<file path="config.mk">
export PLATFORM = sky130hd
export DESIGN_NAME = lpm_clkctl
export DESIGN_NICKNAME = d
export VERILOG_FILES = /design/src/rtl/lpm_pkg.sv /design/src/rtl/lpm_disable_regs.sv /design/src/rtl/lpm_mode_fsm.sv /design/src/rtl/lpm_clk_en.sv /design/src/rtl/lpm_status.sv /design/src/rtl/lpm_clkctl.sv
export SDC_FILE = /design/constraint.sdc
export NUM_CORES = 1
export LEC_CHECK = 0
export BUFFER_PORTS_ARGS = -buffer_cell sky130_fd_sc_hd__buf_2
export CAP_MARGIN = 20
export CORE_MARGIN = 2
export CORE_UTILIZATION = 35
export DETAILED_ROUTE_END_ITERATION = 12
export PLACE_DENSITY_LB_ADDON = 0.2
export SYNTH_ARGS = -nofsm -noshare
export SYNTH_HDL_FRONTEND = slang
export SYNTH_HIERARCHICAL = 1
export SYNTH_SLANG_ARGS = --single-unit
</file>
<file path="constraint.sdc">
create_clock -name clk -period 3.8 [get_ports clk]
set_clock_uncertainty 0.05 [all_clocks]
set_input_delay 0.57 -clock clk [delete_from_list [all_inputs] [get_ports clk]]
set_output_delay 0.57 -clock clk [all_outputs]
set_load 0.01 [all_outputs]
</file>
<file path="src/rtl/lpm_pkg.sv">
`timescale 1ns/1ps
package lpm_pkg;

  typedef enum logic [1:0] {
    MODE_RUN  = 2'd0,
    MODE_WAIT = 2'd1,
    MODE_STOP = 2'd2
  } lpm_mode_e;

  // Index of each low-power instruction in the control words
  localparam int unsigned IDX_STOP = 0;
  localparam int unsigned IDX_WAIT = 1;
  localparam int unsigned N_INSTR  = 2;

  // Control write addresses
  localparam int unsigned ADDR_LOCK = 0;
  localparam int unsigned ADDR_SOFT = 1;
  localparam int unsigned ADDR_CLR  = 2;

  // Flag-clear bit positions
  localparam int unsigned CLR_BLOCKED = 0;
  localparam int unsigned CLR_CLKERR  = 1;

  // Enable vector for a mode: {core, mem, per}
  function automatic logic [2:0] enables_for(lpm_mode_e m);
    logic [2:0] en;
    case (m)
      MODE_RUN:  en = 3'b111;
      MODE_WAIT: en = 3'b001;
      default:   en = 3'b000;
    endcase
    return en;
  endfunction

  // True when a sticky flag with a set and a clear input ends up set
  function automatic logic sticky_next(logic cur, logic set, logic clr);
    return set | (cur & ~clr);
  endfunction

endpackage

</file>
<file path="src/rtl/lpm_disable_regs.sv">
`timescale 1ns/1ps
module lpm_disable_regs
  import lpm_pkg::*;
#(
  parameter int unsigned ADDR_W = 2
) (
  input  logic               clk,
  input  logic               rst_n,
  input  logic               wdt_rst,
  input  logic               wr_en,
  input  logic [ADDR_W-1:0]  wr_addr,
  input  logic [N_INSTR-1:0] wr_data,
  output logic [N_INSTR-1:0] lock_q,
  output logic [N_INSTR-1:0] soft_q,
  output logic [N_INSTR-1:0] dis
);

  logic hit_lock;
  logic hit_soft;

  assign hit_lock = wr_en && (wr_addr == ADDR_W'(ADDR_LOCK));
  assign hit_soft = wr_en && (wr_addr == ADDR_W'(ADDR_SOFT));

  for (genvar i = 0; i < N_INSTR; i++) begin : g_instr
    // Write-once lock: only a 1 is taken, only reset clears it
    always_ff @(posedge clk or negedge rst_n) begin
      if (!rst_n) begin
        lock_q[i] <= 1'b0;
      end else if (wdt_rst) begin
        lock_q[i] <= 1'b0;
      end else if (hit_lock && wr_data[i]) begin
        lock_q[i] <= 1'b1;
      end
    end

    // Freely reprogrammable disable
    always_ff @(posedge clk or negedge rst_n) begin
      if (!rst_n) begin
        soft_q[i] <= 1'b0;
      end else if (wdt_rst) begin
        soft_q[i] <= 1'b0;
      end else if (hit_soft) begin
        soft_q[i] <= wr_data[i];
      end
    end

    assign dis[i] = lock_q[i] | soft_q[i];
  end

endmodule

</file>
<file path="src/rtl/lpm_mode_fsm.sv">
`timescale 1ns/1ps
module lpm_mode_fsm
  import lpm_pkg::*;
#(
  parameter int unsigned N_IRQ = 8
) (
  input  logic             clk,
  input  logic             rst_n,
  input  logic             wdt_rst,
  input  logic             stop_req,
  input  logic             wait_req,
  input  logic             stop_dis,
  input  logic             wait_dis,
  input  logic [N_IRQ-1:0] irq_pend,
  input  logic [N_IRQ-1:0] irq_en,
  input  logic             can_wake,
  input  logic             async_irq,
  input  logic             clk_sel_osc,
  output lpm_mode_e        mode_q,
  output lpm_mode_e        mode_d,
  output logic             ev_blocked,
  output logic             ev_clk_err,
  output logic             ev_wake
);

  logic irq_hit;
  logic stop_wake;

  assign irq_hit   = |(irq_pend & irq_en);
  assign stop_wake = can_wake | async_irq;

  always_comb begin
    mode_d     = mode_q;
    ev_blocked = 1'b0;
    ev_clk_err = 1'b0;
    ev_wake    = 1'b0;
    if (wdt_rst) begin
      mode_d = MODE_RUN;
    end else begin
      case (mode_q)
        MODE_RUN: begin
          if (stop_req) begin
            if (stop_dis) begin
              ev_blocked = 1'b1;
            end else begin
              mode_d     = MODE_STOP;
              ev_clk_err = ~clk_sel_osc;
            end
          end else if (wait_req) begin
            if (wait_dis) begin
              ev_blocked = 1'b1;
            end else begin
              mode_d = MODE_WAIT;
            end
          end
        end
        MODE_WAIT: begin
          if (irq_hit) begin
            mode_d  = MODE_RUN;
            ev_wake = 1'b1;
          end
        end
        MODE_STOP: begin
          if (stop_wake) begin
            mode_d  = MODE_RUN;
            ev_wake = 1'b1;
          end
        end
        default: mode_d = MODE_RUN;
      endcase
    end
  end

  always_ff @(posedge clk or negedge rst_n) begin
    if (!rst_n) begin
      mode_q <= MODE_RUN;
    end else begin
      mode_q <= mode_d;
    end
  end

endmodule

</file>
<file path="src/rtl/lpm_clk_en.sv">
`timescale 1ns/1ps
module lpm_clk_en
  import lpm_pkg::*;
(
  input  logic      clk,
  input  logic      rst_n,
  input  lpm_mode_e mode_d,
  output logic      core_en,
  output logic      mem_en,
  output logic      per_en
);

  logic [2:0] en_q;

  // Loaded from the next mode, so each enable flips on the mode edge
  always_ff @(posedge clk or negedge rst_n) begin
    if (!rst_n) begin
      en_q <= 3'b111;
    end else begin
      en_q <= enables_for(mode_d);
    end
  end

  assign core_en = en_q[2];
  assign mem_en  = en_q[1];
  assign per_en  = en_q[0];

endmodule

</file>
<file path="src/rtl/lpm_status.sv">
`timescale 1ns/1ps
module lpm_status
  import lpm_pkg::*;
#(
  parameter int unsigned ADDR_W = 2
) (
  input  logic               clk,
  input  logic               rst_n,
  input  logic               wdt_rst,
  input  logic               set_blocked,
  input  logic               set_clk_err,
  input  logic               wr_en,
  input  logic [ADDR_W-1:0]  wr_addr,
  input  logic [N_INSTR-1:0] wr_data,
  output logic               blocked_q,
  output logic               clk_err_q
);

  logic hit_clr;
  logic clr_blocked;
  logic clr_clk_err;

  assign hit_clr     = wr_en && (wr_addr == ADDR_W'(ADDR_CLR));
  assign clr_blocked = hit_clr && wr_data[CLR_BLOCKED];
  assign clr_clk_err = hit_clr && wr_data[CLR_CLKERR];

  always_ff @(posedge clk or negedge rst_n) begin
    if (!rst_n) begin
      blocked_q <= 1'b0;
      clk_err_q <= 1'b0;
    end else if (wdt_rst) begin
      blocked_q <= 1'b0;
      clk_err_q <= 1'b0;
    end else begin
      blocked_q <= sticky_next(blocked_q, set_blocked, clr_blocked);
      clk_err_q <= sticky_next(clk_err_q, set_clk_err, clr_clk_err);
    end
  end

endmodule

</file>
<file path="src/rtl/lpm_clkctl.sv">
`timescale 1ns/1ps
module lpm_clkctl
  import lpm_pkg::*;
#(
  parameter int unsigned N_IRQ  = 8,
  parameter int unsigned ADDR_W = 2
) (
  input  logic               clk,
  input  logic               rst_n,
  input  logic               wdt_rst,
  input  logic               wait_req,
  input  logic               stop_req,
  input  logic [N_IRQ-1:0]   irq_pend,
  input  logic [N_IRQ-1:0]   irq_en,
  input  logic               can_wake,
  input  logic               async_irq,
  input  logic               clk_sel_osc,
  input  logic               wr_en,
  input  logic [ADDR_W-1:0]  wr_addr,
  input  logic [N_INSTR-1:0] wr_data,
  output logic               core_clk_en,
  output logic               mem_clk_en,
  output logic               per_clk_en,
  output logic [1:0]         mode,
  output logic               req_blocked,
  output logic               clksel_err
);

  // Internal events brought out for the checker
  logic [N_INSTR-1:0] lock_w;
  logic [N_INSTR-1:0] soft_w;
  logic [N_INSTR-1:0] dis_w;
  lpm_mode_e          mode_q_w;
  lpm_mode_e          mode_d_w;
  logic               ev_blocked_w;
  logic               ev_clk_err_w;
  logic               ev_wake_w;

  lpm_disable_regs #(.ADDR_W(ADDR_W)) u_dis (
    .clk     (clk),
    .rst_n   (rst_n),
    .wdt_rst (wdt_rst),
    .wr_en   (wr_en),
    .wr_addr (wr_addr),
    .wr_data (wr_data),
    .lock_q  (lock_w),
    .soft_q  (soft_w),
    .dis     (dis_w)
  );

  lpm_mode_fsm #(.N_IRQ(N_IRQ)) u_fsm (
    .clk         (clk),
    .rst_n       (rst_n),
    .wdt_rst     (wdt_rst),
    .stop_req    (stop_req),
    .wait_req    (wait_req),
    .stop_dis    (dis_w[IDX_STOP]),
    .wait_dis    (dis_w[IDX_WAIT]),
    .irq_pend    (irq_pend),
    .irq_en      (irq_en),
    .can_wake    (can_wake),
    .async_irq   (async_irq),
    .clk_sel_osc (clk_sel_osc),
    .mode_q      (mode_q_w),
    .mode_d      (mode_d_w),
    .ev_blocked  (ev_blocked_w),
    .ev_clk_err  (ev_clk_err_w),
    .ev_wake     (ev_wake_w)
  );

  lpm_clk_en u_en (
    .clk     (clk),
    .rst_n   (rst_n),
    .mode_d  (mode_d_w),
    .core_en (core_clk_en),
    .mem_en  (mem_clk_en),
    .per_en  (per_clk_en)
  );

  lpm_status #(.ADDR_W(ADDR_W)) u_stat (
    .clk         (clk),
    .rst_n       (rst_n),
    .wdt_rst     (wdt_rst),
    .set_blocked (ev_blocked_w),
    .set_clk_err (ev_clk_err_w),
    .wr_en       (wr_en),
    .wr_addr     (wr_addr),
    .wr_data     (wr_data),
    .blocked_q   (req_blocked),
    .clk_err_q   (clksel_err)
  );

  assign mode = mode_q_w;

endmodule

</file>
==> key figures, run 1 <==
Timing
  • Rel. slew slack: a little over four fifths
  • Final min period: 1.62 ns
  • Worst Slack Setup Final: ~2.2 ns
  • Max frequency: about 620 MHz
  • Final Hold Slack: ~0.1 ns
  • Final Hold Viols: 0
  • RSZ-0062 raised after global routing: no
  • Max-slew violation count: 0
  • Endpoints failing setup: 0
  • TNS Setup: 0 ns
  • Tightest Pin Transition: 0.248 ns
  • Period utilization: 42.6%

Drt
  • 1st-iter DRT viols: 6
  • Vias: between 600 and 700
  • Post-DRT Antenna Nets: 0
  • Post-Route WL: 1400 um
  • TritonRoute pass-1 iters: 4
  • Vias per Instance: approximately 4.9
  • Wire per inst: around 11 um
  • DRC Markers: 0

Yosys
  • Yosys warnings: 6
  • Synth Instances: 65
  • Mean post-synth cell area: 9.87 um2
  • Syn Nets: 98
  • Mapped Area: ~640 um2

Global route
  • Initial antenna violation count: 0
  • GRT Overall Usage: between 10% and 20%
  • Largest net degree at the start of global routing: 12
  • Total grt overflow: 0
  • Vias in the first global route: between 500 and 600
  • First-pass GRT wire length: 2300 um

Clock network
  • Clock latency on the worst-skew pair: around 0.26 ns
  • Post-CTS setup buffers: 0
  • Clk pin slew, worst setup/hold paths: 0.07 ns
  • Post-CTS Resized: 0
  • Clock sinks: 10
  • Clock Root Buffer: clkbuf_4
  • Max Root-Sink Buffers: 2
  • CTS HTree Levels: 1
  • Hold bufs inserted after CTS: 0
  • CTS tree: built
  • Inserted Clock Buffers: 3

Layout
  • Antenna cells: 0
  • Multi-input logic area: 352 um2
  • Final nets: around 140
  • Fin cells: approximately 130
  • Fraction of layout cells with a size suffix above 1: between 40% and 50%
  • Finished Cell Area: 877 um2
  • Area Overhead vs Synth: 36.6%
  • Register area: between 200 and 300 um2
  • Fill cell instance count of the final layout: 183

Die
  • CORE AREA: around 1700 um2
  • Row cnt: 15
  • Ports: 36
  • Die area: approximately 2200 um2
  • Initial Util: ~37%
  • DIE WIDTH: 46.8 um
  • Chip height: 46.8 um

Power and ir drop
  • Sw Share: between 20% and 30%
  • Clock network fraction of total power: between 30% and 40%
  • Leak: around 0.44 nW
  • Seq pwr share: 43.3%
  • Worst vdd ir: approximately 0.15 mV
  • Int Pwr: approximately 0.2 mW
  • Net switching power: 0.0718 mW
  • PwrDens: approximately 310 nW/um2
  • Combinational fraction of design power: between 20 and 25%

Critical path
  • Critical Path Sink Type: flip-flop
  • Startpoint types: flip-flop
  • WS Path Type: flip-flop to flip-flop
  • CP max FO: 7
  • Data arrival, critical path: roughly 1.7 ns
  • Worst Path Required: 3.92 ns

Flow run
  • Max_cap viols: 0

Place
  • Post-Place Cell Area: roughly 840 um2
  • Final HPWL DP: about 1200 um
  • # placed instances: 124
  • Dpl ws: 2.19 ns
  • IO buf count: 35
  • Gpl congestion: 0.706

Hold path
  • Min-Delay Path Class: input port to asynchronous set/reset pin

Outcome
  • Run status: completed
-- worst paths after layout --
path | start | end | slack (ns) | cells after the start
setup / recovery | u_fsm/mode_q[1]$_DFF_PN0_ | u_stat/clk_err_q$_DFF_PN0_ | 2.18 | 6
hold reg to reg | u_dis/lock_q[0]$_DFFE_PN0P_ | u_dis/lock_q[0]$_DFFE_PN0P_ | 0.47 | 2
hold / removal | rst_n | u_dis/lock_q[1]$_DFFE_PN0P_ | 0.10 | 1
setup reg to reg | u_fsm/mode_q[1]$_DFF_PN0_ | u_stat/clk_err_q$_DFF_PN0_ | 2.18 | 6
min in group clk | u_dis/lock_q[0]$_DFFE_PN0P_ | u_dis/lock_q[0]$_DFFE_PN0P_ | 0.47 | 2
max in group asynchronous | rst_n | u_en/en_q[1]$_DFF_PN1_ | 3.35 | 1
-- metal layers --
metal / wire [um] / global-route usage, % / vias up
met3: 66 / 5.00 / 2
met1: 549 / 16.1 / 296
met4: 12 / 7.78 / 0
li1: - / - / 310
met2: 772 / 25.8 / 13
met5: 0 / 0 / -
-- per-stage QoR --
step	utilization [%]	total power [mW]
2_1_floorplan	-	0.154
5_1_grt	50.8	0.291
4_1_cts	50.8	0.280
3_3_place_gp	48.7	0.181
6_report	50.8	0.275
3_5_place_dp	48.7	0.182
-- registers in the layout (all words and copies together), names as in the netlist --
name	count
u_stat/blocked_q	1
u_stat/clk_err_q	1
u_en/en_q	2
u_fsm/mode_q	2
u_dis/lock_q	2
u_dis/soft_q	2
-- final cells by class --
class                           count  share of cell area [%]
Sequential cell                    10                    28.8
Multi-Input combinational cell     46                    40.1
Tap cell                           25                    3.57
Timing Repair Buffer               35                    20.0
Clock buffer                        4                    4.14
Inverter                            8                    3.42
-- power groups by stage --
stage | clock, mW | sequential (mW) | combinational, mW
6_report | 0.0955 | 0.119 | 0.0605
2_1_floorplan | 0 | 0.123 | 0.0305
3_3_place_gp | 0 | 0.121 | 0.0600
5_1_grt | 0.103 | 0.120 | 0.0680
4_1_cts | 0.0991 | 0.119 | 0.0612
3_5_place_dp | 0 | 0.121 | 0.0608
-- critical path: stages (launching register included) --
cell,delay [ns]
dfrtp_1,0.46
inv_1,0.13
ha_1,0.24
nand2b_1,0.10
nor3_1,0.22
inv_1,0.07
a311oi_1,0.25
-- placed cells by master (no fill, tap or decap), drive strengths merged, types with 2 or more instances in the layout --
master,n
buf,35
inv,8
dfrtp,8
nand2b,6
nor2,4
a22oi,4
ha,4
clkbuf,4
a21oi,3
or2,2
mux2i,2
nand4bb,2
dfstp,2
nor2b,2
a31oi,2
nand2,2
a311oi,2
and3b,2
Note: power is estimated with default switching activity, not from simulation.
==> run 2: changes to the inputs <==
- clock period: 3.8 -> 1.3 ns (I/O delays scaled with it)
==> key figures, run 2 (synthesis results as in run 1) <==
Outcome
  • Run status: finished, violations left
  • Failing checks: negative setup slack

Place
  • IO buf count: 35 (unchanged)
  • Gpl congestion: 0.727 (+3.1%)
  • Dpl ws: -0.158 ns (-2.34 ns)
  • Post-Place Cell Area: 916 um2 (+8.9%)
  • Final HPWL DP: 1230 um (+5.6%)

Drt
  • Post-Route WL: 1630 um (+17%)
  • DRC Markers: 0 (unchanged)
  • Vias per Instance: 4.66 (-3.9%)
  • Vias: 639 (+2.9%)
  • 1st-iter DRT viols: 9 (+3)
  • Post-DRT Antenna Nets: 0 (unchanged)
  • TritonRoute pass-1 iters: 4 (unchanged)
  • Wire per inst: 11.9 um (+8.9%)

Timing
  • Worst Slack Setup Final: -0.112 ns (-2.29 ns)
  • Final min period: 1.41 ns (-0.206 ns)
  • Tightest Pin Transition: 0.281 ns (+0.0329 ns)
  • Final Hold Viols: 0 (unchanged)
  • Max-slew violation count: 0 (unchanged)
  • RSZ-0062 raised after global routing: yes
  • Max frequency: 708 MHz (+15%)
  • Rel. slew slack: 81.3% (-2.1 points)
  • TNS Setup: -0.379 ns (-0.379 ns)
  • Period utilization: 109% (+66 points)
  • Endpoints failing setup: 6 (+6)

Power and ir drop
  • Leak: 0.504 nW (+15%)
  • PwrDens: 845 nW/um2 (+170%)
  • Worst vdd ir: 0.669 mV (+330%)

Clock network
  • CTS HTree Levels: 1 (unchanged)
  • Max Root-Sink Buffers: 2 (unchanged)
  • Clock sinks: 10 (unchanged)
  • Clock Root Buffer: clkbuf_4
  • Inserted Clock Buffers: 3 (unchanged)
  • Clock latency on the worst-skew pair: 0.26 ns (about the same)
  • CTS tree: built
  • Clk pin slew, worst setup/hold paths: 0.07 ns (about the same)

Global route
  • Largest net degree at the start of global routing: 12 (unchanged)
  • GRT Overall Usage: 15.6% (+0.71 points)
  • Initial antenna violation count: 0 (unchanged)
  • Total grt overflow: 0 (unchanged)
  • First-pass GRT wire length: 2430 um (+5.4%)
  • Vias in the first global route: 579 (+2.1%)

Critical path
  • Critical Path Sink Type: flip-flop
  • Max stage delay on crit path: 0.39 ns (-0.07 ns)
  • Slowest-stage cell, CP: dfrtp_1
  • Data arrival, critical path: 1.56 ns (-0.17 ns)
  • Worst Path Required: 1.45 ns (-2.47 ns)
  • WS Path Type: flip-flop to flip-flop
  • CP cell instances: or2_4 -> nand2b_4 -> a221oi_2 -> nor4_4 -> nor2_1
  • CP max FO: 3 (-4)
  • Startpoint types: flip-flop
  • FF-to-FF setup slack: -0.11 ns (-2.29 ns)

Die
  • Row cnt: 15 (unchanged)
  • Initial Util: 37.2% (unchanged)
  • Chip height: 46.8 um (unchanged)
  • Die area: 2190 um2 (unchanged)
  • Ports: 36 (unchanged)
  • DIE WIDTH: 46.8 um (unchanged)
  • CORE AREA: 1730 um2 (unchanged)

Layout
  • Most frequent cells in the layout: buf_2 (35), buf_4 (8), inv_1 (6), dfrtp_1 (6)
  • Area Overhead vs Synth: 62.6%
  • Fraction of layout cells with a size suffix above 1: 61.6% (+15 points)
  • Antenna cells: 0 (unchanged)
  • Commonest non-fill, non-tap cell in the layout: buf_2
  • Util after Layout: 60.4% (+9.6 points)
  • Final nets: 146 (+6.6%)
  • Finished Cell Area: 1040 um2 (+19%)
  • Multi-input logic area: 445 um2 (+27%)
  • Fill cell instance count of the final layout: 160 (-13%)
  • Register area: 255 um2 (+0.99%)

Hold path
  • Min-Delay Path Class: input port to flip-flop

Flow run
  • Max_cap viols: 0 (unchanged)
run 2: cell types whose count changed in the layout (fill, tap and decap cells not counted), sizes merged:
cell,change
buf,+8
dlygate4sd3,+1
run 2: critical path, delay by kind of cell, from the launching register on:
family | cells | cell delay, ns
and+or+nand+nor | 4 | 0.57
DFF | 1 | 0.39
AOI/OAI and AO/OA | 1 | 0.34
run 2: timing repair:
action                                 4_1_cts  5_1_grt
hold buffers                                 1        0
setup endpoints to repair                    6        6
setup buffers                                2        2
endpoints found under the hold margin       10        0
resized for setup                            3        5
pin swaps                                    6        5
run 2: path summary, 6_finish.rpt:
path / start / cells past startpoint / end
setup reg to reg: u_dis/soft_q[0]$_DFFE_PN0P_ / 5 / u_en/en_q[1]$_DFF_PN1_
setup / recovery: u_dis/soft_q[0]$_DFFE_PN0P_ / 5 / u_en/en_q[1]$_DFF_PN1_
min in group asynchronous: rst_n / 2 / u_stat/blocked_q$_DFF_PN0_
max in group asynchronous: rst_n / 2 / u_en/en_q[1]$_DFF_PN1_
hold reg to reg: u_dis/lock_q[0]$_DFFE_PN0P_ / 2 / u_dis/lock_q[0]$_DFFE_PN0P_
hold / removal: wr_data[0] / 2 / u_stat/blocked_q$_DFF_PN0_
run 2: area by class of cell:
type / instances / share of cell area (%)
Multi-Input combinational cell: 46 / 42.7
Sequential cell: 10 / 24.5
Timing Repair Buffer: 44 / 23.5
Clock buffer: 4 / 3.48
Tap cell: 25 / 3.00
Inverter: 8 / 2.88
run 2: metrics by stage:
stage | power, mW | hold WS (ns) | instances
finish | 0.882 | 0.120 | 137
global route | 0.933 | 0.107 | 137
CTS | 0.874 | 0.101 | 135
detailed placement | 0.568 | 0.0144 | 128
global placement | 0.567 | 0.0127 | 128
floorplan | 0.468 | -0.151 | 65
run 2: layer usage:
metal	global-route usage (%)	part of all wire (%)
met5	0	0
met4	5.00	0
met3	4.62	4.4
met2	23.0	49
met1	22.1	46
run 2: power breakdown:
group / switching [mW] / total [mW] / internal, mW
logic: 0.121 / 0.259 / 0.137
registers: 0.0136 / 0.350 / 0.336
clock network: 0.104 / 0.273 / 0.170
total: 0.239 / 0.882 / 0.643
==> run 3: changes to the inputs <==
- SKIP_CTS_REPAIR_TIMING: default -> 1
==> key figures, run 3 (synthesis results as in run 1) <==
Timing
  • Period utilization: 111% (+1.9 points)
  • Max-slew violation count: 0 (unchanged)
  • Rel. slew slack: 80.9% (-0.32 points)
  • RSZ-0062 raised after global routing: yes
  • Max frequency: 696 MHz (-1.7%)
  • Final Hold Viols: 0 (unchanged)
  • Worst Slack Setup Final: -0.137 ns (-0.0244 ns)
  • Final min period: 1.44 ns (+0.0244 ns)
  • Final Hold Slack: 0.105 ns (-0.0148 ns)
  • TNS Setup: -0.457 ns (-0.0771 ns)
  • Tightest Pin Transition: 0.286 ns (+0.00479 ns)
  • Endpoints failing setup: 6 (unchanged)

Power and ir drop
  • Leak: 0.497 nW (-1.4%)
  • Worst vdd ir: 0.656 mV (-1.9%)
  • PwrDens: 850 nW/um2 (+0.53%)

Critical path
  • WP buf/inv: 0 (unchanged)
  • CP cell instances: or2_4 -> nand2b_4 -> a221oi_2 -> nor4_4 -> nor2_1
  • Worst Path Required: 1.45 ns (about the same)
  • Slowest-stage cell, CP: dfrtp_1
  • Critical Path Sink Type: flip-flop
  • Data arrival, critical path: 1.58 ns (+0.02 ns)
  • CP Launch Point: u_dis/soft_q[0]$_DFFE_PN0P_
  • CP max FO: 3 (unchanged)
  • WS Path Type: flip-flop to flip-flop
  • Crit-path leading delay family: simple AND/OR/NAND/NOR gates
  • Max stage delay on crit path: 0.39 ns (about the same)
  • Worst reg2reg path startpoint: u_dis/soft_q[0]$_DFFE_PN0P_
  • Startpoint types: flip-flop

Clock network
  • Clock latency on the worst-skew pair: 0.26 ns (about the same)
  • CTS tree: built
  • Inserted Clock Buffers: 3 (unchanged)
  • Clock sinks: 10 (unchanged)
  • Clk pin slew, worst setup/hold paths: 0.07 ns (about the same)
  • CTS HTree Levels: 1 (unchanged)
  • Max Root-Sink Buffers: 2 (unchanged)
  • Clock Root Buffer: clkbuf_4

Die
  • Ports: 36 (unchanged)
  • Row cnt: 15 (unchanged)
  • Chip height: 46.8 um (unchanged)
  • DIE WIDTH: 46.8 um (unchanged)
  • Initial Util: 37.2% (unchanged)
  • CORE AREA: 1730 um2 (unchanged)
  • Die area: 2190 um2 (unchanged)

Place
  • Dpl ws: -0.158 ns (unchanged)
  • IO buf count: 35 (unchanged)
  • Gpl congestion: 0.727 (unchanged)
  • Final HPWL DP: 1230 um (unchanged)

Layout
  • Fraction of layout cells with a size suffix above 1: 61.3% (-0.35 points)
  • Most frequent cells in the layout: buf_2 (35), buf_4 (7), inv_1 (6), dfrtp_1 (6)
  • Util after Layout: 59.8% (-0.65 points)
  • Area Overhead vs Synth: 60.8%
  • Antenna cells: 0 (unchanged)
  • Final nets: 145 (-0.68%)
  • Commonest non-fill, non-tap cell in the layout: buf_2

Drt
  • Post-Route WL: 1640 um (+0.25%)
  • Wire per inst: 12.0 um (+0.98%)
  • Vias per Instance: 4.70 (+0.74%)
  • DRC Markers: 0 (unchanged)
  • Vias: 639 (unchanged)
  • TritonRoute pass-1 iters: 5 (+1)
  • 1st-iter DRT viols: 17 (+8)
  • Post-DRT Antenna Nets: 0 (unchanged)

Global route
  • Initial antenna violation count: 0 (unchanged)
  • First-pass GRT wire length: 2340 um (-3.7%)
  • GRT Overall Usage: 15.1% (-0.55 points)
  • Total grt overflow: 0 (unchanged)
  • Largest net degree at the start of global routing: 12 (unchanged)
  • Vias in the first global route: 565 (-2.4%)

Flow run
  • Max_cap viols: 0 (unchanged)

Hold path
  • Hold_sp: wr_data[0]
  • Min-Delay Path Class: input port to flip-flop

Outcome
  • Failing checks: negative setup slack
  • Run status: finished, violations left
==> run 3: layout make-up <==
class                      instances  area (um2)
sequential                        10         255
tap                               25        31.3
clock buffer                       4        36.3
inverter                           8        30.0
fill                             162         694
timing repair buffer              43         238
multi-input combinational         46         442
==> run 3: per-stage QoR <==
step / total power [mW] / area, um2 / std cells
after detailed placement: 0.568 / 916 / 128
after CTS: 0.851 / 952 / 132
after global placement: 0.567 / 916 / 128
after floorplan: 0.468 / 687 / 65
after global routing: 0.926 / 1030 / 136
final: 0.877 / 1030 / 136
==> run 3: final timing paths <==
path	cells past startpoint	to	slack, ns
min in group asynchronous	2	u_stat/blocked_q$_DFF_PN0_	0.27
max in group asynchronous	2	u_en/en_q[1]$_DFF_PN1_	0.67
min	2	u_stat/blocked_q$_DFF_PN0_	0.11
max	5	u_en/en_q[1]$_DFF_PN1_	-0.14
min reg2reg	2	u_dis/lock_q[0]$_DFFE_PN0P_	0.48
max reg2reg	5	u_en/en_q[1]$_DFF_PN1_	-0.14
==> run 3: metal layers <==
metal	global-route usage, %	wire, um	vias up
li1	-	-	330
met5	0	0	-
met4	5.00	0	0
met2	22.5	831	15
met1	20.9	734	294
met3	4.62	71	0
==> run 3: power by group <==
group	internal [mW]	switching (mW)	total, mW
logic	0.133	0.120	0.253
registers	0.336	0.0136	0.350
clock network	0.170	0.104	0.274
